<file path="src/rtl/bkpt_pkg.sv">
// Shared constants for the breakpoint trigger unit: register index map,
// field positions in the status and enable registers, comparator counts.
// Assumes register bus width REG_W holds every stored field.
package bkpt_pkg;

    localparam int REG_W   = 32;
    localparam int IDX_W   = 5;
    localparam int NUM_PC  = 4;
    localparam int NUM_RNG = 2;

    // register indices
    localparam logic [IDX_W-1:0] IX_CSR   = 5'd0;
    localparam logic [IDX_W-1:0] IX_CTRL  = 5'd1;
    localparam logic [IDX_W-1:0] IX_PC0   = 5'd4;
    localparam logic [IDX_W-1:0] IX_RNG0  = 5'd8;
    localparam logic [IDX_W-1:0] IX_DVAL  = 5'd12;
    localparam logic [IDX_W-1:0] IX_DMSK  = 5'd13;
    localparam logic [IDX_W-1:0] IX_PASID = 5'd14;
    localparam logic [IDX_W-1:0] IX_OASID = 5'd15;

    // status register bit positions
    localparam int CSR_L1   = 0;
    localparam int CSR_FIRE = 1;
    localparam int CSR_LOCK = 4;
    localparam int CSR_TWO  = 8;

    // enable register field positions
    localparam int PC_EN_LSB  = 0;
    localparam int RNG_EN_LSB = PC_EN_LSB + NUM_PC;
    localparam int DAT_EN_BIT = RNG_EN_LSB + NUM_RNG;
    localparam int PC_AQ_LSB  = 8;
    localparam int RNG_AQ_LSB = PC_AQ_LSB + NUM_PC;
    localparam int CTRL_W     = RNG_AQ_LSB + NUM_RNG;

endpackage

</file>
<file path="src/rtl/bkpt_regs.sv">
// Register file with two write ports and one host read port.
// Host writes always win; processor writes are dropped while the lock
// bit is set. Status bits are set by the sequencer and cleared by a host
// read of index 0. Assumes ADDR_W and DATA_W do not exceed REG_W.
module bkpt_regs
    import bkpt_pkg::*;
#(
    parameter int ADDR_W = 32,
    parameter int DATA_W = 32,
    parameter int ASID_W = 8
) (
    input  logic                           clk,
    input  logic                           rst_n,
    input  logic                           hst_we,
    input  logic                           hst_rd,
    input  logic [IDX_W-1:0]               hst_idx,
    input  logic [REG_W-1:0]               hst_wdata,
    output logic [REG_W-1:0]               hst_rdata,
    input  logic                           cpu_we,
    input  logic [IDX_W-1:0]               cpu_idx,
    input  logic [REG_W-1:0]               cpu_wdata,
    input  logic                           set_l1,
    input  logic                           set_fire,
    output logic [NUM_PC-1:0][ADDR_W-1:0]  pc_bp,
    output logic [NUM_RNG-1:0][ADDR_W-1:0] rng_lo,
    output logic [NUM_RNG-1:0][ADDR_W-1:0] rng_hi,
    output logic [DATA_W-1:0]              dval,
    output logic [DATA_W-1:0]              dmsk,
    output logic [ASID_W-1:0]              pc_asid,
    output logic [ASID_W-1:0]              op_asid,
    output logic [NUM_PC-1:0]              pc_en,
    output logic [NUM_RNG-1:0]             rng_en,
    output logic                           dat_en,
    output logic [NUM_PC-1:0]              pc_aq,
    output logic [NUM_RNG-1:0]             rng_aq,
    output logic                           two_level,
    output logic                           cfg_wr
);

    logic              lock_q;
    logic              two_q;
    logic [1:0]        st_q;
    logic [CTRL_W-1:0] ctrl_q;
    logic              wr_go;
    logic [IDX_W-1:0]  wr_idx;
    logic [REG_W-1:0]  wr_dat;
    logic              rd_csr;
    logic [REG_W-1:0]  rd_mux;

    // Arbitrate the two write ports: host first, processor only when unlocked.
    always_comb begin
        wr_go  = hst_we | (cpu_we & ~lock_q);
        wr_idx = hst_we ? hst_idx   : cpu_idx;
        wr_dat = hst_we ? hst_wdata : cpu_wdata;
    end

    assign rd_csr = hst_rd && (hst_idx == IX_CSR);
    assign cfg_wr = wr_go && ((wr_idx == IX_CSR) || (wr_idx == IX_CTRL));

    // Lock bit: only the host port may change it.
    always_ff @(posedge clk) begin
        if (!rst_n)                             lock_q <= 1'b0;
        else if (hst_we && hst_idx == IX_CSR)   lock_q <= hst_wdata[CSR_LOCK];
    end

    // Mode bit and enable register: written by whichever port wins.
    always_ff @(posedge clk) begin
        if (!rst_n) begin
            two_q  <= 1'b0;
            ctrl_q <= '0;
        end else if (wr_go) begin
            if (wr_idx == IX_CSR)  two_q  <= wr_dat[CSR_TWO];
            if (wr_idx == IX_CTRL) ctrl_q <= wr_dat[CTRL_W-1:0];
        end
    end

    // Status bits: cleared by a host read, set by firing events (set wins).
    always_ff @(posedge clk) begin
        if (!rst_n) st_q <= '0;
        else        st_q <= (st_q & ~{2{rd_csr}}) | {set_fire, set_l1};
    end

    // Program-counter comparator values, one register per comparator.
    for (genvar g = 0; g < NUM_PC; g++) begin : g_pc
        localparam logic [IDX_W-1:0] MY_IX = IDX_W'(int'(IX_PC0) + g);
        always_ff @(posedge clk) begin
            if (!rst_n)                          pc_bp[g] <= '0;
            else if (wr_go && wr_idx == MY_IX)   pc_bp[g] <= wr_dat[ADDR_W-1:0];
        end
    end

    // Range bounds, a low and a high register per set.
    for (genvar g = 0; g < NUM_RNG; g++) begin : g_rng
        localparam logic [IDX_W-1:0] LO_IX = IDX_W'(int'(IX_RNG0) + 2 * g);
        localparam logic [IDX_W-1:0] HI_IX = IDX_W'(int'(IX_RNG0) + 2 * g + 1);
        always_ff @(posedge clk) begin
            if (!rst_n) begin
                rng_lo[g] <= '0;
                rng_hi[g] <= '0;
            end else if (wr_go) begin
                if (wr_idx == LO_IX) rng_lo[g] <= wr_dat[ADDR_W-1:0];
                if (wr_idx == HI_IX) rng_hi[g] <= wr_dat[ADDR_W-1:0];
            end
        end
    end

    // Data value, data mask and the two ASID values.
    always_ff @(posedge clk) begin
        if (!rst_n) begin
            dval    <= '0;
            dmsk    <= '0;
            pc_asid <= '0;
            op_asid <= '0;
        end else if (wr_go) begin
            if (wr_idx == IX_DVAL)  dval    <= wr_dat[DATA_W-1:0];
            if (wr_idx == IX_DMSK)  dmsk    <= wr_dat[DATA_W-1:0];
            if (wr_idx == IX_PASID) pc_asid <= wr_dat[ASID_W-1:0];
            if (wr_idx == IX_OASID) op_asid <= wr_dat[ASID_W-1:0];
        end
    end

    // Select the register addressed by the host for readback.
    always_comb begin
        rd_mux = '0;
        if (hst_idx == IX_CSR) begin
            rd_mux[CSR_TWO]  = two_q;
            rd_mux[CSR_LOCK] = lock_q;
            rd_mux[CSR_FIRE] = st_q[1];
            rd_mux[CSR_L1]   = st_q[0];
        end
        if (hst_idx == IX_CTRL)  rd_mux = REG_W'(ctrl_q);
        if (hst_idx == IX_DVAL)  rd_mux = REG_W'(dval);
        if (hst_idx == IX_DMSK)  rd_mux = REG_W'(dmsk);
        if (hst_idx == IX_PASID) rd_mux = REG_W'(pc_asid);
        if (hst_idx == IX_OASID) rd_mux = REG_W'(op_asid);
        for (int g = 0; g < NUM_PC; g++)
            if (hst_idx == IDX_W'(int'(IX_PC0) + g)) rd_mux = REG_W'(pc_bp[g]);
        for (int g = 0; g < NUM_RNG; g++) begin
            if (hst_idx == IDX_W'(int'(IX_RNG0) + 2 * g))     rd_mux = REG_W'(rng_lo[g]);
            if (hst_idx == IDX_W'(int'(IX_RNG0) + 2 * g + 1)) rd_mux = REG_W'(rng_hi[g]);
        end
    end

    // Register the read data one cycle after the strobe.
    always_ff @(posedge clk) begin
        if (!rst_n)      hst_rdata <= '0;
        else if (hst_rd) hst_rdata <= rd_mux;
    end

    assign pc_en     = ctrl_q[PC_EN_LSB  +: NUM_PC];
    assign rng_en    = ctrl_q[RNG_EN_LSB +: NUM_RNG];
    assign dat_en    = ctrl_q[DAT_EN_BIT];
    assign pc_aq     = ctrl_q[PC_AQ_LSB  +: NUM_PC];
    assign rng_aq    = ctrl_q[RNG_AQ_LSB +: NUM_RNG];
    assign two_level = two_q;

    // a processor write while locked changes no stored value.
    p_lock_blocks_cpu_r8: assert property (@(posedge clk) disable iff (!rst_n)
        (lock_q && cpu_we && !hst_we) |=>
            (pc_bp == $past(pc_bp)) && (dval == $past(dval)) && (ctrl_q == $past(ctrl_q)));

    // the lock bit only moves on a host write to index 0.
    p_lock_host_only_r8: assert property (@(posedge clk) disable iff (!rst_n)
        !(hst_we && hst_idx == IX_CSR) |=> $stable(lock_q));

    // on a collision the host data lands.
    p_host_wins_r9: assert property (@(posedge clk) disable iff (!rst_n)
        (hst_we && cpu_we && hst_idx == IX_DVAL) |=> (dval == $past(hst_wdata[DATA_W-1:0])));

    // reading index 0 with no new event leaves the status clear.
    p_status_clear_r10: assert property (@(posedge clk) disable iff (!rst_n)
        (rd_csr && !set_l1 && !set_fire) |=> (st_q == 2'b00));

endmodule

</file>
<file path="src/rtl/bkpt_match.sv">
// Combinational comparators: program-counter equality, inclusive address
// ranges and masked data equality, each optionally ASID-qualified.
// Outputs are a program-counter hit and an operand hit, both gated by
// their input valid strobes.
module bkpt_match
    import bkpt_pkg::*;
#(
    parameter int ADDR_W = 32,
    parameter int DATA_W = 32,
    parameter int ASID_W = 8
) (
    input  logic                           clk,
    input  logic                           rst_n,
    input  logic                           pc_valid,
    input  logic [ADDR_W-1:0]              pc_addr,
    input  logic                           op_valid,
    input  logic [ADDR_W-1:0]              op_addr,
    input  logic [DATA_W-1:0]              op_data,
    input  logic [ASID_W-1:0]              cur_asid,
    input  logic [NUM_PC-1:0][ADDR_W-1:0]  pc_bp,
    input  logic [NUM_RNG-1:0][ADDR_W-1:0] rng_lo,
    input  logic [NUM_RNG-1:0][ADDR_W-1:0] rng_hi,
    input  logic [DATA_W-1:0]              dval,
    input  logic [DATA_W-1:0]              dmsk,
    input  logic [ASID_W-1:0]              pc_asid,
    input  logic [ASID_W-1:0]              op_asid,
    input  logic [NUM_PC-1:0]              pc_en,
    input  logic [NUM_RNG-1:0]             rng_en,
    input  logic                           dat_en,
    input  logic [NUM_PC-1:0]              pc_aq,
    input  logic [NUM_RNG-1:0]             rng_aq,
    output logic                           pc_hit,
    output logic                           op_hit
);

    logic [NUM_PC-1:0]  pc_hits;
    logic [NUM_RNG-1:0] rng_hits;
    logic               dat_hit;
    logic               pc_asid_ok;
    logic               op_asid_ok;

    assign pc_asid_ok = (cur_asid == pc_asid);
    assign op_asid_ok = (cur_asid == op_asid);

    // One equality comparator per program-counter breakpoint.
    for (genvar g = 0; g < NUM_PC; g++) begin : g_pc
        assign pc_hits[g] = pc_valid && pc_en[g] && (pc_addr == pc_bp[g])
                            && (!pc_aq[g] || pc_asid_ok);
    end

    // One inclusive window comparator per range set.
    for (genvar g = 0; g < NUM_RNG; g++) begin : g_rng
        assign rng_hits[g] = op_valid && rng_en[g]
                             && (op_addr >= rng_lo[g]) && (op_addr <= rng_hi[g])
                             && (!rng_aq[g] || op_asid_ok);
    end

    // Masked data comparator: mask bit 1 removes that bit from the compare.
    assign dat_hit = op_valid && dat_en && (((op_data ^ dval) & ~dmsk) == '0);

    assign pc_hit = |pc_hits;
    assign op_hit = (|rng_hits) | dat_hit;

    // no program-counter hit without its valid strobe.
    p_pc_gate_r2: assert property (@(posedge clk) disable iff (!rst_n)
        !pc_valid |-> !pc_hit);

    // no operand hit without its valid strobe.
    p_op_gate_r4: assert property (@(posedge clk) disable iff (!rst_n)
        !op_valid |-> !op_hit);

endmodule

</file>
<file path="src/rtl/bkpt_seq.sv">
// Level sequencer: turns comparator hits into a registered trigger pulse.
// Single-level fires on any hit; double-level arms on a program-counter
// hit and fires on a later operand hit. Configuration writes disarm.
module bkpt_seq (
    input  logic clk,
    input  logic rst_n,
    input  logic two_level,
    input  logic cfg_wr,
    input  logic pc_hit,
    input  logic op_hit,
    output logic set_l1,
    output logic set_fire,
    output logic trig_o
);

    logic armed_q;
    logic fire;

    // Decide this cycle's firing and level-one event.
    always_comb begin
        if (two_level) begin
            fire   = armed_q && op_hit;
            set_l1 = pc_hit;
        end else begin
            fire   = pc_hit || op_hit;
            set_l1 = 1'b0;
        end
    end

    assign set_fire = fire;

    // Armed flag: set by a level-one hit, cleared by firing or reconfiguration.
    always_ff @(posedge clk) begin
        if (!rst_n)              armed_q <= 1'b0;
        else if (cfg_wr || fire) armed_q <= 1'b0;
        else if (set_l1)         armed_q <= 1'b1;
    end

    // Registered trigger pulse.
    always_ff @(posedge clk) begin
        if (!rst_n) trig_o <= 1'b0;
        else        trig_o <= fire;
    end

    // a firing always leaves the unit disarmed.
    p_disarm_after_fire_r7: assert property (@(posedge clk) disable iff (!rst_n)
        trig_o |-> !armed_q);

    // in double-level mode the pulse lasts exactly one cycle.
    p_single_pulse_r7: assert property (@(posedge clk) disable iff (!rst_n)
        (trig_o && two_level) |=> !trig_o);

    // a configuration write disarms.
    p_cfg_disarm_r11: assert property (@(posedge clk) disable iff (!rst_n)
        cfg_wr |=> !armed_q);

endmodule

</file>
<file path="src/rtl/bkpt_trigger_unit.sv">
// Top of the breakpoint trigger unit: register file, comparators and level
// sequencer. Assumes ADDR_W and DATA_W are at most 32 (the register bus).
module bkpt_trigger_unit
    import bkpt_pkg::*;
#(
    parameter int ADDR_W = 32,
    parameter int DATA_W = 32,
    parameter int ASID_W = 8
) (
    input  logic              clk,
    input  logic              rst_n,
    input  logic              hst_we,
    input  logic              hst_rd,
    input  logic [4:0]        hst_idx,
    input  logic [31:0]       hst_wdata,
    output logic [31:0]       hst_rdata,
    input  logic              cpu_we,
    input  logic [4:0]        cpu_idx,
    input  logic [31:0]       cpu_wdata,
    input  logic              pc_valid,
    input  logic [ADDR_W-1:0] pc_addr,
    input  logic              op_valid,
    input  logic [ADDR_W-1:0] op_addr,
    input  logic [DATA_W-1:0] op_data,
    input  logic [ASID_W-1:0] cur_asid,
    output logic              trig_o
);

    logic [NUM_PC-1:0][ADDR_W-1:0]  pc_bp;
    logic [NUM_RNG-1:0][ADDR_W-1:0] rng_lo;
    logic [NUM_RNG-1:0][ADDR_W-1:0] rng_hi;
    logic [DATA_W-1:0]              dval;
    logic [DATA_W-1:0]              dmsk;
    logic [ASID_W-1:0]              pc_asid;
    logic [ASID_W-1:0]              op_asid;
    logic [NUM_PC-1:0]              pc_en;
    logic [NUM_RNG-1:0]             rng_en;
    logic                           dat_en;
    logic [NUM_PC-1:0]              pc_aq;
    logic [NUM_RNG-1:0]             rng_aq;
    logic                           two_level;
    logic                           cfg_wr;
    logic                           pc_hit;
    logic                           op_hit;
    logic                           set_l1;
    logic                           set_fire;

    bkpt_regs #(.ADDR_W(ADDR_W), .DATA_W(DATA_W), .ASID_W(ASID_W)) u_regs (
        .clk(clk), .rst_n(rst_n),
        .hst_we(hst_we), .hst_rd(hst_rd), .hst_idx(hst_idx),
        .hst_wdata(hst_wdata), .hst_rdata(hst_rdata),
        .cpu_we(cpu_we), .cpu_idx(cpu_idx), .cpu_wdata(cpu_wdata),
        .set_l1(set_l1), .set_fire(set_fire),
        .pc_bp(pc_bp), .rng_lo(rng_lo), .rng_hi(rng_hi),
        .dval(dval), .dmsk(dmsk), .pc_asid(pc_asid), .op_asid(op_asid),
        .pc_en(pc_en), .rng_en(rng_en), .dat_en(dat_en),
        .pc_aq(pc_aq), .rng_aq(rng_aq),
        .two_level(two_level), .cfg_wr(cfg_wr)
    );

    bkpt_match #(.ADDR_W(ADDR_W), .DATA_W(DATA_W), .ASID_W(ASID_W)) u_match (
        .clk(clk), .rst_n(rst_n),
        .pc_valid(pc_valid), .pc_addr(pc_addr),
        .op_valid(op_valid), .op_addr(op_addr), .op_data(op_data),
        .cur_asid(cur_asid),
        .pc_bp(pc_bp), .rng_lo(rng_lo), .rng_hi(rng_hi),
        .dval(dval), .dmsk(dmsk), .pc_asid(pc_asid), .op_asid(op_asid),
        .pc_en(pc_en), .rng_en(rng_en), .dat_en(dat_en),
        .pc_aq(pc_aq), .rng_aq(rng_aq),
        .pc_hit(pc_hit), .op_hit(op_hit)
    );

    bkpt_seq u_seq (
        .clk(clk), .rst_n(rst_n),
        .two_level(two_level), .cfg_wr(cfg_wr),
        .pc_hit(pc_hit), .op_hit(op_hit),
        .set_l1(set_l1), .set_fire(set_fire), .trig_o(trig_o)
    );

endmodule

</file>
<file path="config.mk">
export PLATFORM = sky130hd
export DESIGN_NAME = bkpt_trigger_unit
export DESIGN_NICKNAME = d
export VERILOG_FILES = /design/src/rtl/bkpt_pkg.sv /design/src/rtl/bkpt_regs.sv /design/src/rtl/bkpt_match.sv /design/src/rtl/bkpt_seq.sv /design/src/rtl/bkpt_trigger_unit.sv
export SDC_FILE = /design/constraint.sdc
export NUM_CORES = 1
export LEC_CHECK = 0
export ABC_AREA = 1
export BUFFER_PORTS_ARGS = -buffer_cell sky130_fd_sc_hd__buf_2
export CAP_MARGIN = 25
export CORE_MARGIN = 2
export CORE_UTILIZATION = 55
export CTS_CLUSTER_SIZE = 25
export DETAILED_ROUTE_END_ITERATION = 8
export PLACE_DENSITY = 0.86
export SKIP_LAST_GASP = 1
export SYNTH_ARGS = -nofsm -noshare
export SYNTH_HDL_FRONTEND = slang
export SYNTH_SLANG_ARGS = --single-unit
</file>
<file path="constraint.sdc">
create_clock -name clk -period 5.45 [get_ports clk]
set_input_delay 0.545 -clock clk [delete_from_list [all_inputs] [get_ports clk]]
set_output_delay 0.545 -clock clk [all_outputs]
set_load 0.1 [all_outputs]
</file>
==> metrics.yaml <==
whs_ps: 246
intPower_uw: 5050
slew_headroom: 0.258
fin_tns_setup_ps: 0
yosysUniqueCellTypes: 39
yosys-top-cells-area: "dfxtp_1 (34%), nand2_1 (11%), a21oi_1 (10%)"
cts_setup_buffers: 0
synthesis.nets: 3682
fmax_mhz: 332
worst_slew_pin_slew_ps: 1110
status: "completed"
grt_pass1_vias: 21700
critical_path_required_ps: 5900
cp.depth: 8
crit_slowest_cell: "nand3_2"
fin_crit_ps: 3010
yosys_warnings: 0
ys_ff_latch: 388
rows: 74
design_area_um2: 25100
setup_viol: 0
cts_hold_buf: 0
nets: 3789
worst-path-buf-inv: 4
end_kind: "flop"
grt_overflow_total: 0
track_usage: 0.370
fill_cells: 3672
die_y_um: 207
max_stage_delay_ps: 870
clk_latency_ps: 580
leakagePower_uw: 0.0101
netSwitchingFraction: 0.281
cpLargestDelayFamily: "buffers and inverters"
numCtsBuffers: 43
area_growth_pct: 10.8
num_vias: 23800
hold_path_class: "in -> reg"
worst_slack_ps: 2440
drive_gt1_frac: 0.0994
htree_num_levels: 2
reg2reg_depth: 13
cp.arrival_ps: 3470
coreArea_um2: 40700
p_switching_uw: 1970
crit_start: "hst_we"
synthCells: 3369
power.density_nw_per_um2: 280
viasPerCell: 5.90
hold_viol_final: 0
synth_edf_count: 0
path_class: "in -> reg"
fin_crit_sh: 0.553
cts_resized: 0
routabilityCongestion: 1.05
cp-endpoint: "u_regs.dval[31]$_SDFFE_PN0P_"
grt_pass1_wl_um: 124000
wl_per_cell_um: 20.4
layout_common_cells: "nand2_1 (682), inv_1 (468), a21oi_1 (465)"
r2r_setup_slack_ps: 2780
dp_slack_ps: 1900
root_buffer: "clkbuf_16"
cts_tree: "yes"
final_common_cell: "nand2_1"
timing.rr.end: "u_regs.st_q[1]$_SDFF_PN0_"
wl_um: 82400
cp_max_fo: 40
ant_nets: 0
io_buffers: 217
grt_max_degree: 271
cts_max_path_buffers: 3
rsz0062_at_grt: "false"
path_common_cell: "buf_4"
pwr-share-seq: 0.419
dr.pass1.iters: 6
clk_pin_slew_ps: 60
pwr-share-clk: 0.445
dp_hpwl_um: 58100
yosysTopAreaCell: "dfxtp_1"
clkSinkCount: 388
seq_area_frac_synth: 0.343
worstPathCellList: "buf_2 -> inv_2 -> buf_4 -> o21ai_4 -> nand3_2 -> buf_4 -> o21ai_0 -> a21oi_1"
syn_avg_cell_area_um2: 6.73
cp-start-kind: "primary input"
drv_cap: 0
dieWidth_um: 207
drc: 0
die_area_um2: 42900
final_max_slew_viol_count: 0
ys_async_sr_fraction: 0
dpl-instance-area_um2: 23600
pin_count: 218
combPwrFrac: 0.137
ir_worst_vdd_uv: 287
fin_skew_ps: 12.9
start_util: 0.556
ys.flop_type: "dfxtp_1"
first_iter_violations: 3626
netlist_area_um2: 22700
timing.rr.start: "u_regs.rng_hi[63]$_SDFFE_PN0P_"
antenna_found_initial: 6
yosysTopAreaCellShare: 0.343
final_core_util: 0.616
final cells by class:
class	instances	area (um2)	area share
Multi-Input combinational cell	2330	12100	0.484
Sequential cell	388	7770	0.309
Inverter	480	1800	0.0718
Clock buffer	69	1340	0.0532
Timing Repair Buffer	233	1230	0.0489
Tap cell	532	666	0.0265
Clock inverter	10	159	0.00633
Antenna cell	3	7.51	0.000299
worst min-delay path: cells and delay by family:
kind	cells	cell delay, ps
simple gates	1	70
compound gates	1	60
buf+inv	1	110
cell usage after synthesis (all sizes together), types with 15 or more instances:
library cell  instances
o21ai               564
clkbuf               93
ha                  128
inv                 478
nand4                39
dfxtp               388
nor3                 15
nor2                238
a21oi               465
o22ai                17
buf                  78
o2111ai              17
nand3                65
nand2               684
xnor2                47
per-stage QoR:
step	power, uW	instances
3_5_place_dp	3920	3963
2_1_floorplan	3590	3369
4_1_cts	6970	4042
5_1_grt	7210	4043
6_report	7030	4045
3_3_place_gp	3900	3963
power groups by stage:
stage,clock [uW],sequential [uW],combinational [uW]
floorplan,0,3040,554
global placement,0,3000,901
detailed placement,0,3000,916
CTS,3110,2940,926
global route,3220,2950,1040
finish,3120,2940,961
worst min-delay path by stage:
stage                                       start                             to  slack [ps]  cells after the start
floorplan           u_regs.ctrl_q[7]$_SDFFE_PN0P_  u_regs.ctrl_q[7]$_SDFFE_PN0P_         430                      2
global placement    u_regs.ctrl_q[7]$_SDFFE_PN0P_  u_regs.ctrl_q[7]$_SDFFE_PN0P_         450                      2
detailed placement  u_regs.ctrl_q[7]$_SDFFE_PN0P_  u_regs.ctrl_q[7]$_SDFFE_PN0P_         450                      2
CTS                                  hst_wdata[4]     u_regs.lock_q$_SDFFE_PN0P_         240                      3
global route                         hst_wdata[4]     u_regs.lock_q$_SDFFE_PN0P_         270                      3
finish                               hst_wdata[4]     u_regs.lock_q$_SDFFE_PN0P_         250                      3
logic make-up after synthesis:
group,after synthesis,share of synthesized area
AND/OR/NAND/NOR,1054,0.194
XOR/XNOR,51,0.0197
adder cells (fa/ha/maj),128,0.0707
flip-flops,388,0.343
AO/OA/AOI/OAI,1097,0.251
buffers and inverters,651,0.122
registers in the layout, summed over array words and instances, names as in the netlist:
register          count
u_regs.lock_q         1
u_regs.op_asid        8
u_regs.st_q           2
u_regs.rng_lo        64
u_regs.hst_rdata     32
u_seq.armed_q         1
u_regs.dmsk          32
u_regs.ctrl_q        14
u_regs.pc_bp        128
u_seq.trig_o          1
u_regs.rng_hi        64
u_regs.dval          32
u_regs.two_level      1
u_regs.pc_asid        8
routing by layer:
layer,wire length [um],vias to the layer above,part of all wire,GRT usage
li1,-,11300,-,-
met1,31000,10700,0.38,0.479
met2,34600,1551,0.42,0.559
met3,10900,343,0.13,0.0861
met4,5830,10,0.071,0.228
met5,64,-,0.00078,0
(Power assumes the default switching activity.)
